`src/rtl/rcc_pkg.sv`:
```
package rcc_pkg;
  localparam int NUM_FLAGS = 4;
  localparam int IMG_W     = 8;

  // event index -> position in the read image
  typedef enum int {
    EV_LOWV = 0,
    EV_BADA = 1,
    EV_WDCM = 2,
    EV_TRAP = 3
  } ev_idx_e;

  localparam int FLAG_POS [NUM_FLAGS] = '{0, 1, 4, 7};

  function automatic logic [IMG_W-1:0] image_mask();
    logic [IMG_W-1:0] m;
    m = '0;
    for (int i = 0; i < NUM_FLAGS; i++) m[FLAG_POS[i]] = 1'b1;
    return m;
  endfunction
endpackage

```
`src/rtl/rcc_trap_detect.sv`:
```
module rcc_trap_detect #(
  parameter int              OP_W    = 8,
  parameter logic [OP_W-1:0] TRAP_OP = '1
) (
  input  logic            clk,
  input  logic            rst_n,
  input  logic            valid_i,
  input  logic [OP_W-1:0] op_i,
  input  logic            dbg_i,
  output logic            hit_o
);
  logic match;

  always_comb begin
    match = valid_i && (op_i == TRAP_OP);
    hit_o = match && !dbg_i;
  end

  // under debug mode the trap opcode never produces a hit
  p_dbg_masks_trap_r5: assert property (@(posedge clk) disable iff (!rst_n)
    (valid_i && (op_i == TRAP_OP) && dbg_i) |-> !hit_o);
  // the trap opcode outside debug mode always produces a hit
  p_trap_hit_r4: assert property (@(posedge clk) disable iff (!rst_n)
    (valid_i && (op_i == TRAP_OP) && !dbg_i) |-> hit_o);
endmodule

```
`src/rtl/rcc_flag_cell.sv`:
```
module rcc_flag_cell (
  input  logic clk,
  input  logic rst_n,
  input  logic clr_i,
  input  logic set_i,
  input  logic rd_i,
  output logic q_o
);
  logic q_q, q_d, q_en;

  // priority: pin clear, then set, then read clear
  always_comb begin
    q_en = clr_i | set_i | rd_i;
    q_d  = q_q;
    if (clr_i)      q_d = 1'b0;
    else if (set_i) q_d = 1'b1;
    else if (rd_i)  q_d = 1'b0;
  end

  always_ff @(posedge clk or negedge rst_n) begin
    if (!rst_n)    q_q <= 1'b0;
    else if (q_en) q_q <= q_d;
  end

  assign q_o = q_q;

  p_pin_clears_r3: assert property (@(posedge clk) disable iff (!rst_n)
    clr_i |=> !q_o);
  p_set_wins_read_r9: assert property (@(posedge clk) disable iff (!rst_n)
    (set_i && !clr_i) |=> q_o);
  p_read_clears_r2: assert property (@(posedge clk) disable iff (!rst_n)
    (rd_i && !set_i && !clr_i) |=> !q_o);
  p_flag_persists_r7: assert property (@(posedge clk) disable iff (!rst_n)
    (!rd_i && !clr_i && q_o) |=> q_o);
endmodule

```
`src/rtl/reset_cause_capture.sv`:
```
module reset_cause_capture
  import rcc_pkg::*;
#(
  parameter int OP_W = 8
) (
  input  logic             clk,
  input  logic             rst_n,
  input  logic             pin_rst_i,
  input  logic             op_valid_i,
  input  logic [OP_W-1:0]  op_byte_i,
  input  logic             dbg_mode_i,
  input  logic             wdt_expire_i,
  input  logic             clkmon_fault_i,
  input  logic             bad_access_i,
  input  logic             low_volt_i,
  input  logic             rd_stb_i,
  output logic [IMG_W-1:0] rd_data_o,
  output logic             rst_req_o
);
  localparam logic [IMG_W-1:0] MASK = image_mask();

  logic                 trap_hit;
  logic [NUM_FLAGS-1:0] ev;
  logic [NUM_FLAGS-1:0] flag_q;
  logic [IMG_W-1:0]     img;
  logic [IMG_W-1:0]     rd_q, rd_d;
  logic                 rd_en;
  logic                 req_q, req_d;

  rcc_trap_detect #(.OP_W(OP_W)) u_trap (
    .clk     (clk),
    .rst_n   (rst_n),
    .valid_i (op_valid_i),
    .op_i    (op_byte_i),
    .dbg_i   (dbg_mode_i),
    .hit_o   (trap_hit)
  );

  always_comb begin
    ev          = '0;
    ev[EV_LOWV] = low_volt_i;
    ev[EV_BADA] = bad_access_i;
    ev[EV_WDCM] = wdt_expire_i | clkmon_fault_i;
    ev[EV_TRAP] = trap_hit;
  end

  for (genvar g = 0; g < NUM_FLAGS; g++) begin : g_flag
    rcc_flag_cell u_cell (
      .clk   (clk),
      .rst_n (rst_n),
      .clr_i (pin_rst_i),
      .set_i (ev[g]),
      .rd_i  (rd_stb_i),
      .q_o   (flag_q[g])
    );
  end

  always_comb begin
    img = '0;
    for (int i = 0; i < NUM_FLAGS; i++) img[FLAG_POS[i]] = flag_q[i];
  end

  // next-state
  always_comb begin
    rd_en = rd_stb_i;
    rd_d  = img;
    req_d = |ev;
  end

  // registers
  always_ff @(posedge clk or negedge rst_n) begin
    if (!rst_n)     rd_q <= '0;
    else if (rd_en) rd_q <= rd_d;
  end

  always_ff @(posedge clk or negedge rst_n) begin
    if (!rst_n) req_q <= 1'b0;
    else        req_q <= req_d;
  end

  assign rd_data_o = rd_q;
  assign rst_req_o = req_q;

  p_reserved_zero_r1: assert property (@(posedge clk) disable iff (!rst_n)
    (rd_data_o & ~MASK) == '0);
  p_read_holds_r1: assert property (@(posedge clk) disable iff (!rst_n)
    !rd_stb_i |=> $stable(rd_data_o));
  p_shared_flag_r6: assert property (@(posedge clk) disable iff (!rst_n)
    ((wdt_expire_i || clkmon_fault_i) && !pin_rst_i) |=> flag_q[EV_WDCM]);
  p_req_follows_r8: assert property (@(posedge clk) disable iff (!rst_n)
    (wdt_expire_i || clkmon_fault_i || bad_access_i || low_volt_i) |=> rst_req_o);
  p_no_req_quiet_r5: assert property (@(posedge clk) disable iff (!rst_n)
    (!wdt_expire_i && !clkmon_fault_i && !bad_access_i && !low_volt_i
     && (dbg_mode_i || !op_valid_i)) |=> !rst_req_o);
endmodule

```
`config.mk`:
```
export PLATFORM = sky130hd
export DESIGN_NAME = reset_cause_capture
export DESIGN_NICKNAME = d
export VERILOG_FILES = /design/src/rtl/rcc_pkg.sv /design/src/rtl/rcc_trap_detect.sv /design/src/rtl/rcc_flag_cell.sv /design/src/rtl/reset_cause_capture.sv
export SDC_FILE = /design/constraint.sdc
export NUM_CORES = 1
export LEC_CHECK = 0
export BUFFER_PORTS_ARGS = -buffer_cell sky130_fd_sc_hd__buf_2
export CORE_AREA = 2 2 39 41
export DETAILED_ROUTE_END_ITERATION = 16
export DIE_AREA = 0 0 41 43
export GPL_TIMING_DRIVEN = 1
export HOLD_SLACK_MARGIN = 0.05
export PLACE_DENSITY = 0.68
export SYNTH_ARGS = -nofsm -noshare
export SYNTH_HDL_FRONTEND = slang
export SYNTH_HIERARCHICAL = 1
export SYNTH_SLANG_ARGS = --single-unit
```
`constraint.sdc`:
```
create_clock -name clk -period 2.3 [get_ports clk]
set_input_delay 0.46 -clock clk [delete_from_list [all_inputs] [get_ports clk]]
set_output_delay 0.46 -clock clk [all_outputs]
set_load 0.1 [all_outputs]
```
==> run_results.csv, run 1 <==
group,metric,value,unit
detailed_routing,viasPerCell,4.19,
setup_path,rrSetupSlack,1510,ps
placement,port_buffers,22,
grt,grt_usage,0.102,
clock_network,htree_num_levels,1,
setup_path,rr_endpoint,"rd_data_o[4]",
detailed_routing,drt-pass1-iter-count,2,
floorplan,fp.dieW,41,µm
logic_synthesis,yosysTopAreaCell,"dfrtp_1",
setup_path,r2r-start,"g_flag[2].u_cell/q_o",
logic_synthesis,ys_top_cells_by_area,"dfrtp_1 (53%), mux2_1 (11%), a21oi_2 (8.3%)",
detailed_routing,drt_wl_total,752,µm
grt,grt_max_degree,10,
sta,clock_skew,4.32,ps
setup_path,crit_cells,1,
detailed_routing,wl_per_cell,9.64,µm
finish,area_growth,35.3,%
setup_path,critPathMaxStageDelay,420,ps
setup_path,worstPathArrival,1020,ps
finish,stdcell_area,571,µm²
finish,multi_input_area,163,µm²
clock_network,cts-hold-fix-buffers,1,
setup_path,worst-path-buf-inv,1,
clock_network,cts_inserted_buffers,3,
floorplan,die-area,0.00176,mm²
sta,timing.fmax,0.674,GHz
sta,rsz0062_at_grt,"no",
setup_path,critPathKind,"flop to output pin",
finish,drive_above_1_share,0.500,
flow_run,cap_violations,0,
clock_network,ctsResizeCount,0,
sta,hold_viol,0,
grt,grt_pass1_vias,289,
setup_path,worst_ep_required_time,1840,ps
clock_network,root_buffer,"clkbuf_4",
setup_path,critPathTopFamily,"buffers and inverters",
power,p_per_area,714,mW/mm²
setup_path,endpoint,"rd_data_o[4]",
clock_network,clkLatencyLatePin,260,ps
logic_synthesis,synth_top_family_by_area,"simple AND/OR/NAND/NOR gates",
clock_network,post_cts_buffers,0,
floorplan,coreArea,0.00138,mm²
logic_synthesis,yosysWarnings,6,
sta,period_share,0.645,
sta,drv_slew,0,
setup_path,cp-end-kind,"output pin",
floorplan,die_h,43,µm
logic_synthesis,synth_area,422,µm²
logic_synthesis,synth.ff_latch_count,9,
setup_path,cp-startpoint,"rd_data_o[4]",
worst_hold_path,hold_start,"bad_access_i",
clock_network,clock-sinks,9,
logic_synthesis,syn_inst,36,
clock_network,clkTransAtPathRegs,60,ps
floorplan,start_util,0.305,
run_status,status,"completed",
power,leakage,0.296,nW
setup_path,critPathLaunchType,"flop",
setup_path,critPathMaxFanout,2,
grt,antenna_found_initial,0,
logic_synthesis,syn_avg_cell_area,11.7,µm²
placement,dpl_cell_area,533,µm²
floorplan,io_pins,27,
logic_synthesis,synthDominantCellAreaShare,0.534,
logic_synthesis,seq_area_frac_synth,0.534,
detailed_routing,drt_iter0_markers,1,
finish,ff_latch_area,225,µm²
detailed_routing,vias,327,
finish,fillers,144,
grt,grt_pass1_wl,1130,µm
logic_synthesis,synth_mux_area_frac,0.107,
setup_path,crit_chain,"buf_2",
detailed_routing,ant_nets,0,
worst_hold_path,hold_class,"input port to flop",
logic_synthesis,synth_xor_xnor_area_share,0,
setup_path,worstRegToRegCells,1,
placement,place_congestion,0.661,
clock_network,clk_path_buf_depth,2,
logic_synthesis,synth_compound_area_frac,0.0831,
grt,grt_overflow,0,
power,irDropWorstVdd,288,µV
detailed_routing,drc,0,
sta,setup_tns,0,ps
finish,nets,81,
clock_network,cts_tree,"built",
floorplan,rows,14,
setup_path,slowest_stage,"buf_2",
sta,post-route-min-period,1480,ps
logic_synthesis,synth_fa_ha_area_frac,0,
logic_synthesis,synth_cell_types,13,
logic_synthesis,synth-simple-area-share,0.160,
sta,finalSetupViolCount,0,
finish,antenna_cells,0,
-- metrics by stage --
step	util	power, mW	instances	setup slack, ps	hold slack (ps)
global placement	0.385	0.289	73	950	317
floorplan	-	0.266	39	947	164
finish	0.412	0.407	78	817	403
CTS	0.412	0.414	78	806	397
detailed placement	0.385	0.291	73	946	325
global route	0.412	0.429	78	768	409
-- sequential cells by signal, summed over array words and instances, names as in the netlist --
| name | flops |
|---|---|
| rst_req_o | 1 |
| g_flag.u_cell/q_o | 4 |
| rd_data_o | 4 |
-- power breakdown --
part / internal, mW / switching, mW
Clock: 0.0641 / 0.0552
Combinational: 0.0239 / 0.0923
Sequential: 0.168 / 0.00411
Total: 0.256 / 0.152
-- worst min-delay path by stage --
stage	endpoint	slack [ps]	depth (start not counted)
6_report	rst_req_o	400	2
4_1_cts	rst_req_o	400	2
3_3_place_gp	rd_data_o[7]	320	1
5_1_grt	rst_req_o	410	2
2_1_floorplan	g_flag[0].u_cell/q_o	160	0
3_5_place_dp	rst_req_o	320	1
-- layer usage --
| layer | GRT usage | part of all wire |
|---|---|---|
| met1 | 0.120 | 0.41 |
| met2 | 0.134 | 0.43 |
| met3 | 0.0314 | 0.13 |
| met4 | 0.100 | 0.033 |
| met5 | 0 | 0 |
-- placed cells by master (no fill, tap or decap), drive strengths merged --
| cell type | instances |
|---|---|
| conb | 4 |
| clkinv | 1 |
| clkbuf | 3 |
| nand4b | 1 |
| or4 | 1 |
| dlygate4sd3 | 1 |
| nand2 | 1 |
| dfrtp | 9 |
| a21oi | 4 |
| or2 | 1 |
| nor3 | 1 |
| mux2 | 4 |
| buf | 22 |
| inv | 4 |
| nand4 | 1 |
| nand2b | 4 |
-- cell type report --
type                    count  share of cell area
multi-input cells          22               0.285
flip-flops and latches      9               0.395
clock buffers               3              0.0395
well taps                  16              0.0351
clock inverters             1             0.00877
inverters                   4              0.0263
repair buffers             23               0.211
-- Yosys cell counts, drive strengths merged --
| cell type | n |
|---|---|
| or2 | 1 |
| nand4 | 1 |
| a21oi | 4 |
| nand2 | 1 |
| nand4b | 1 |
| buf | 4 |
| nand2b | 4 |
| inv | 4 |
| mux2 | 4 |
| dfrtp | 9 |
| nor3 | 1 |
| conb | 1 |
| or4 | 1 |
-- cell families after synthesis --
kind of cell    count (synthesis)
compound gates                  4
buf+inv                         8
flops                           9
mux                             4
other cells                     1
simple gates                   10
Power figures use the tool's default switching activity.
==> inputs of run 2 (changes only) <==
- ABC_AREA: not set -> 1
- PLACE_DENSITY: 0.68 -> 0.7
- clock period: 2.3 -> 1.4 ns (I/O delays scaled with it)
==> run_results.csv, run 2 <==
group,metric,value,unit
sta,post-route-min-period,1300,ps
logic_synthesis,postSynth.asyncResetShare,1.00,
detailed_routing,vias,382,
logic_synthesis,yosysWarnings,6,
setup_path,critPathMaxStageDelay,420,ps
clock_network,cts_inserted_buffers,3,
setup_path,rr_endpoint,"rd_data_o[1]",
clock_network,clk_path_buf_depth,2,
floorplan,die_h,43,µm
clock_network,cts-hold-fix-buffers,1,
setup_path,critPathMaxFanout,2,
logic_synthesis,synth.ff_latch_count,9,
logic_synthesis,synth_edf_count,0,
finish,area_growth,33.1,%
logic_synthesis,synth-simple-area-share,0.160,
power,p_sw,238,µW
setup_path,rrSetupSlack,770,ps
clock_network,htree_num_levels,1,
clock_network,clock-sinks,9,
finish,layout_commonest_cell,"buf_2",
grt,grt_pass1_wl,1120,µm
logic_synthesis,synthFlopType,"dfrtp_1",
floorplan,io_pins,27,
finish,final_cell_mix,"buf_2 (22), inv_1 (16), nand2_1 (12), dfrtp_1 (9)",
floorplan,fp.dieW,41,µm
placement,place_congestion,0.659,
setup_path,worstPathArrival,1020,ps
sta,period_share,0.928,
placement,port_buffers,22,
detailed_routing,drt_iter0_markers,3,
setup_path,critPathTopFamily,"buffers and inverters",
clock_network,post_cts_buffers,0,
logic_synthesis,synth_fa_ha_area_frac,0,
logic_synthesis,synth_top_family_by_area,"buffers and inverters",
worst_hold_path,hold_path_end,"rst_req_o",
detailed_routing,viasPerCell,3.90,
power,combPwrFrac,0.278,
setup_path,cp-end-kind,"output pin",
logic_synthesis,synthTopCellsByCount,"inv_1 (16), nand2_1 (12), dfrtp_1 (9)",
grt,grt_pass1_vias,329,
power,leakage,0.341,nW
sta,finalSetupViolCount,0,
finish,multi_input_area,141,µm²
setup_path,crit_chain,"buf_2",
setup_path,worst-path-buf-inv,1,
floorplan,die-area,0.00176,mm²
setup_path,worst_ep_required_time,1120,ps
floorplan,coreArea,0.00138,mm²
detailed_routing,ant_nets,0,
power,irDropWorstVdd,354,µV
clock_network,clkLatencyLatePin,250,ps
detailed_routing,drc,0,
worst_hold_path,hold_class,"input port to flop",
setup_path,critPathKind,"flop to output pin",
placement,hpwl,636,µm
setup_path,critPathLaunchType,"flop",
finish,ff_latch_area,225,µm²
setup_path,slowest_stage,"buf_2",
worst_hold_path,hold_start,"wdt_expire_i",
sta,rsz0062_at_grt,"no",
logic_synthesis,seq_area_frac_synth,0.506,
finish,stdcell_area,593,µm²
logic_synthesis,syn_avg_cell_area,7.95,µm²
power,p_per_area,1110,mW/mm²
floorplan,rows,14,
setup_path,r2r-start,"g_flag[1].u_cell/q_o",
finish,antenna_cells,0,
logic_synthesis,synth_most_common_cell,"inv_1",
clock_network,cts_tree,"built",
sta,timing.fmax,0.770,GHz
grt,antenna_found_initial,0,
clock_network,clkTransAtPathRegs,60,ps
sta,setup_ws,101,ps
detailed_routing,drt_wl_total,759,µm
logic_synthesis,synth_compound_area_frac,0.124,
detailed_routing,drt-pass1-iter-count,4,
logic_synthesis,synth_mux_area_frac,0,
logic_synthesis,ys_top_cells_by_area,"dfrtp_1 (51%), inv_1 (13%), nand2_1 (10%)",
power,clkPwrFrac,0.296,
run_status,status,"completed",
power,power_frac_seq,0.427,
setup_path,crit_cells,1,
flow_run,cap_violations,0,
clock_network,ctsResizeCount,0,
logic_synthesis,yosysTopAreaCell,"dfrtp_1",
grt,grt_max_degree,13,
sta,clock_skew,0.271,ps
logic_synthesis,synth_xor_xnor_area_share,0,
grt,grt_overflow,0,
sta,setup_tns,0,ps
power,internal-power,420,µW
logic_synthesis,syn_inst,56,
worst_hold_path,worstHoldPathCells,3,
clock_network,root_buffer,"clkbuf_4",
finish,nets,101,
floorplan,start_util,0.322,
finish,fillers,154,
finish,drive_above_1_share,0.354,
finish,fin_util,0.429,
sta,hold_ws,231,ps
power,p_sw_frac,0.362,
setup_path,worstRegToRegCells,2,
logic_synthesis,synthDominantCellAreaShare,0.506,
placement,dpl_cell_area,557,µm²
sta,drv_slew,0,
placement,pre_cts_ws,371,ps
logic_synthesis,synth_area,445,µm²
sta,hold_viol,0,
logic_synthesis,synth_cell_types,10,
detailed_routing,wl_per_cell,7.74,µm
grt,grt_usage,0.0995,
[run 2: cell families (layout without fill, tap and decap cells)]
kind of cell    after synthesis  after routing
flops                         9              9
buf+inv                      20             43
simple gates                 18             18
other cells                   1              4
compound gates                8              8
[run 2: worst max path at each step]
stage,from,end,slack (ps)
5_1_grt,rd_data_o[1],rd_data_o[1],40
4_1_cts,rd_data_o[0],rd_data_o[0],80
6_report,rd_data_o[0],rd_data_o[0],100
3_3_place_gp,rd_data_o[4],rd_data_o[4],390
3_5_place_dp,rd_data_o[0],rd_data_o[0],370
2_1_floorplan,rd_data_o[0],rd_data_o[0],200
[run 2: cell type report]
class                           count  share of cell area
Inverter                           16               0.101
Multi-Input combinational cell     30               0.238
Clock buffer                        4              0.0443
Tap cell                           16              0.0338
Sequential cell                     9               0.380
Timing Repair Buffer               23               0.203
[run 2: stage by stage]
step	power, mW	cells
3_5_place_dp	0.468	93
4_1_cts	0.671	98
2_1_floorplan	0.430	59
5_1_grt	0.694	98
6_report	0.658	98
3_3_place_gp	0.464	93
[run 2: routing by layer]
layer | track usage | vias up | wire length, µm
li1 | - | 206 | -
met1 | 0.0967 | 149 | 311
met2 | 0.156 | 25 | 332
met3 | 0.0366 | 2 | 100
met4 | 0.0800 | 0 | 14
met5 | 0 | - | 0
[run 2: power groups by stage]
stage / logic (mW) / clock network, mW / registers, mW
6_report: 0.183 / 0.194 / 0.281
5_1_grt: 0.196 / 0.216 / 0.283
4_1_cts: 0.185 / 0.205 / 0.281
3_5_place_dp: 0.182 / 0 / 0.286
3_3_place_gp: 0.180 / 0 / 0.285
2_1_floorplan: 0.0796 / 0 / 0.350
==> inputs of run 3 (changes only) <==
- PLACE_DENSITY: 0.7 -> not set
==> run_results.csv, run 3 (synthesis gave the netlist of run 2 again) <==
group,metric,value,unit
sta,rsz0062_at_grt,"no",
finish,area_growth,33.1,%
clock_network,clkTransAtPathRegs,60,ps
worst_hold_path,worstHoldPathCells,3,
setup_path,rrSetupSlack,750,ps
clock_network,cts_inserted_buffers,3,
flow_run,cap_violations,0,
clock_network,clkLatencyLatePin,250,ps
grt,grt_pass1_wl,1140,µm
grt,grt_overflow,0,
sta,timing.fmax,0.768,GHz
detailed_routing,drc,0,
clock_network,post_cts_buffers,0,
power,p_per_area,1100,mW/mm²
finish,antenna_cells,0,
worst_hold_path,hold_class,"input port to flop",
finish,final_cell_mix,"buf_2 (22), inv_1 (16), nand2_1 (12), dfrtp_1 (9)",
finish,nets,101,
detailed_routing,vias,368,
grt,grt_use_met2,0.147,
finish,drive_above_1_share,0.354,
clock_network,clock-sinks,9,
detailed_routing,drt-pass1-iter-count,2,
finish,layout_commonest_cell,"buf_2",
sta,hold_viol,0,
setup_path,critPathMaxStageDelay,430,ps
clock_network,cts_tree,"built",
clock_network,ctsResizeCount,0,
clock_network,htree_num_levels,1,
detailed_routing,wl_per_cell,7.41,µm
grt,grt-busiest-layer,"met2",
setup_path,worst-path-buf-inv,1,
detailed_routing,drt_iter0_markers,5,
setup_path,rr_endpoint,"rd_data_o[7]",
grt,met1_usage,0.0987,
setup_path,worst_ep_required_time,1120,ps
power,irDropWorstVdd,394,µV
floorplan,fp.dieW,41,µm
floorplan,die_h,43,µm
worst_hold_path,hold_start,"wdt_expire_i",
sta,finalSetupViolCount,0,
placement,hpwl,599,µm
sta,clock_skew,0.202,ps
setup_path,r2r-start,"g_flag[3].u_cell/q_o",
grt,grt_usage,0.105,
grt,grtUsageMet3,0.0471,
floorplan,start_util,0.322,
setup_path,cp-end-kind,"output pin",
setup_path,worstRegToRegCells,2,
setup_path,critPathKind,"flop to output pin",
grt,antenna_found_initial,0,
floorplan,io_pins,27,
setup_path,worstPathArrival,1020,ps
sta,period_share,0.930,
run_status,status,"completed",
setup_path,critPathTopFamily,"buffers and inverters",
sta,hold_ws,233,ps
setup_path,slowest_stage,"buf_2",
setup_path,critPathMaxFanout,2,
grt,grt_max_degree,13,
clock_network,root_buffer,"clkbuf_4",
grt,grt_pass1_vias,324,
sta,setup_tns,0,ps
placement,place_congestion,0.648,
sta,post-route-min-period,1300,ps
worst_hold_path,hold_path_end,"rst_req_o",
floorplan,coreArea,0.00138,mm²
detailed_routing,ant_nets,0,
detailed_routing,viasPerCell,3.76,
floorplan,rows,14,
clock_network,cts-hold-fix-buffers,1,
setup_path,crit_chain,"buf_2",
power,leakage,0.341,nW
setup_path,critPathLaunchType,"flop",
sta,drv_slew,0,
floorplan,die-area,0.00176,mm²
detailed_routing,drt_wl_total,726,µm
clock_network,clk_path_buf_depth,2,
placement,port_buffers,22,
## run 3: cell counts in the layout (fill, tap and decap cells not counted)
Identical to the previous run, type by type.
## run 3: report_power, final
part	internal [mW]	leakage [nW]	switching, mW
registers	0.274	0.113	0.00595
clock network	0.109	0.0150	0.0794
logic	0.0361	0.213	0.146
## run 3: metrics by stage
stage               power, mW  worst slack (ps)  area, µm²   util  cells
floorplan               0.430               204        457      -     59
global route            0.694              32.4        593  0.429     98
detailed placement      0.467               365        557  0.402     93
CTS                     0.667              80.0        593  0.429     98
finish                  0.651              97.9        593  0.429     98
global placement        0.465               386        557  0.402     93
## run 3: worst max-delay path by stage
stage	start	end	slack (ps)	depth (start not counted)
final	rd_data_o[7]	rd_data_o[7]	100	1
after global routing	rd_data_o[7]	rd_data_o[7]	30	1
after CTS	rd_data_o[7]	rd_data_o[7]	80	1
after detailed placement	rd_data_o[7]	rd_data_o[7]	360	1
after global placement	rd_data_o[1]	rd_data_o[1]	390	1
after floorplan	rd_data_o[0]	rd_data_o[0]	200	2
## run 3: layout make-up
class | count | area, µm²
fill | 149 | 791
clock buffer | 4 | 26.3
tap | 16 | 20.0
inverter | 16 | 60.1
multi-input combinational | 30 | 141
timing repair buffer | 23 | 120
sequential | 9 | 225
## run 3: worst register-to-register path, delay by kind of cell (launching register included)
family | cells | cell delay [ps]
simple gates | 1 | 60
compound gates | 1 | 80
flops | 1 | 380
## run 3: routing by layer
layer | vias up | wire [µm]
li1 | 205 | -
met1 | 139 | 288
met2 | 22 | 345
met3 | 2 | 78
met4 | 0 | 14
met5 | - | 0
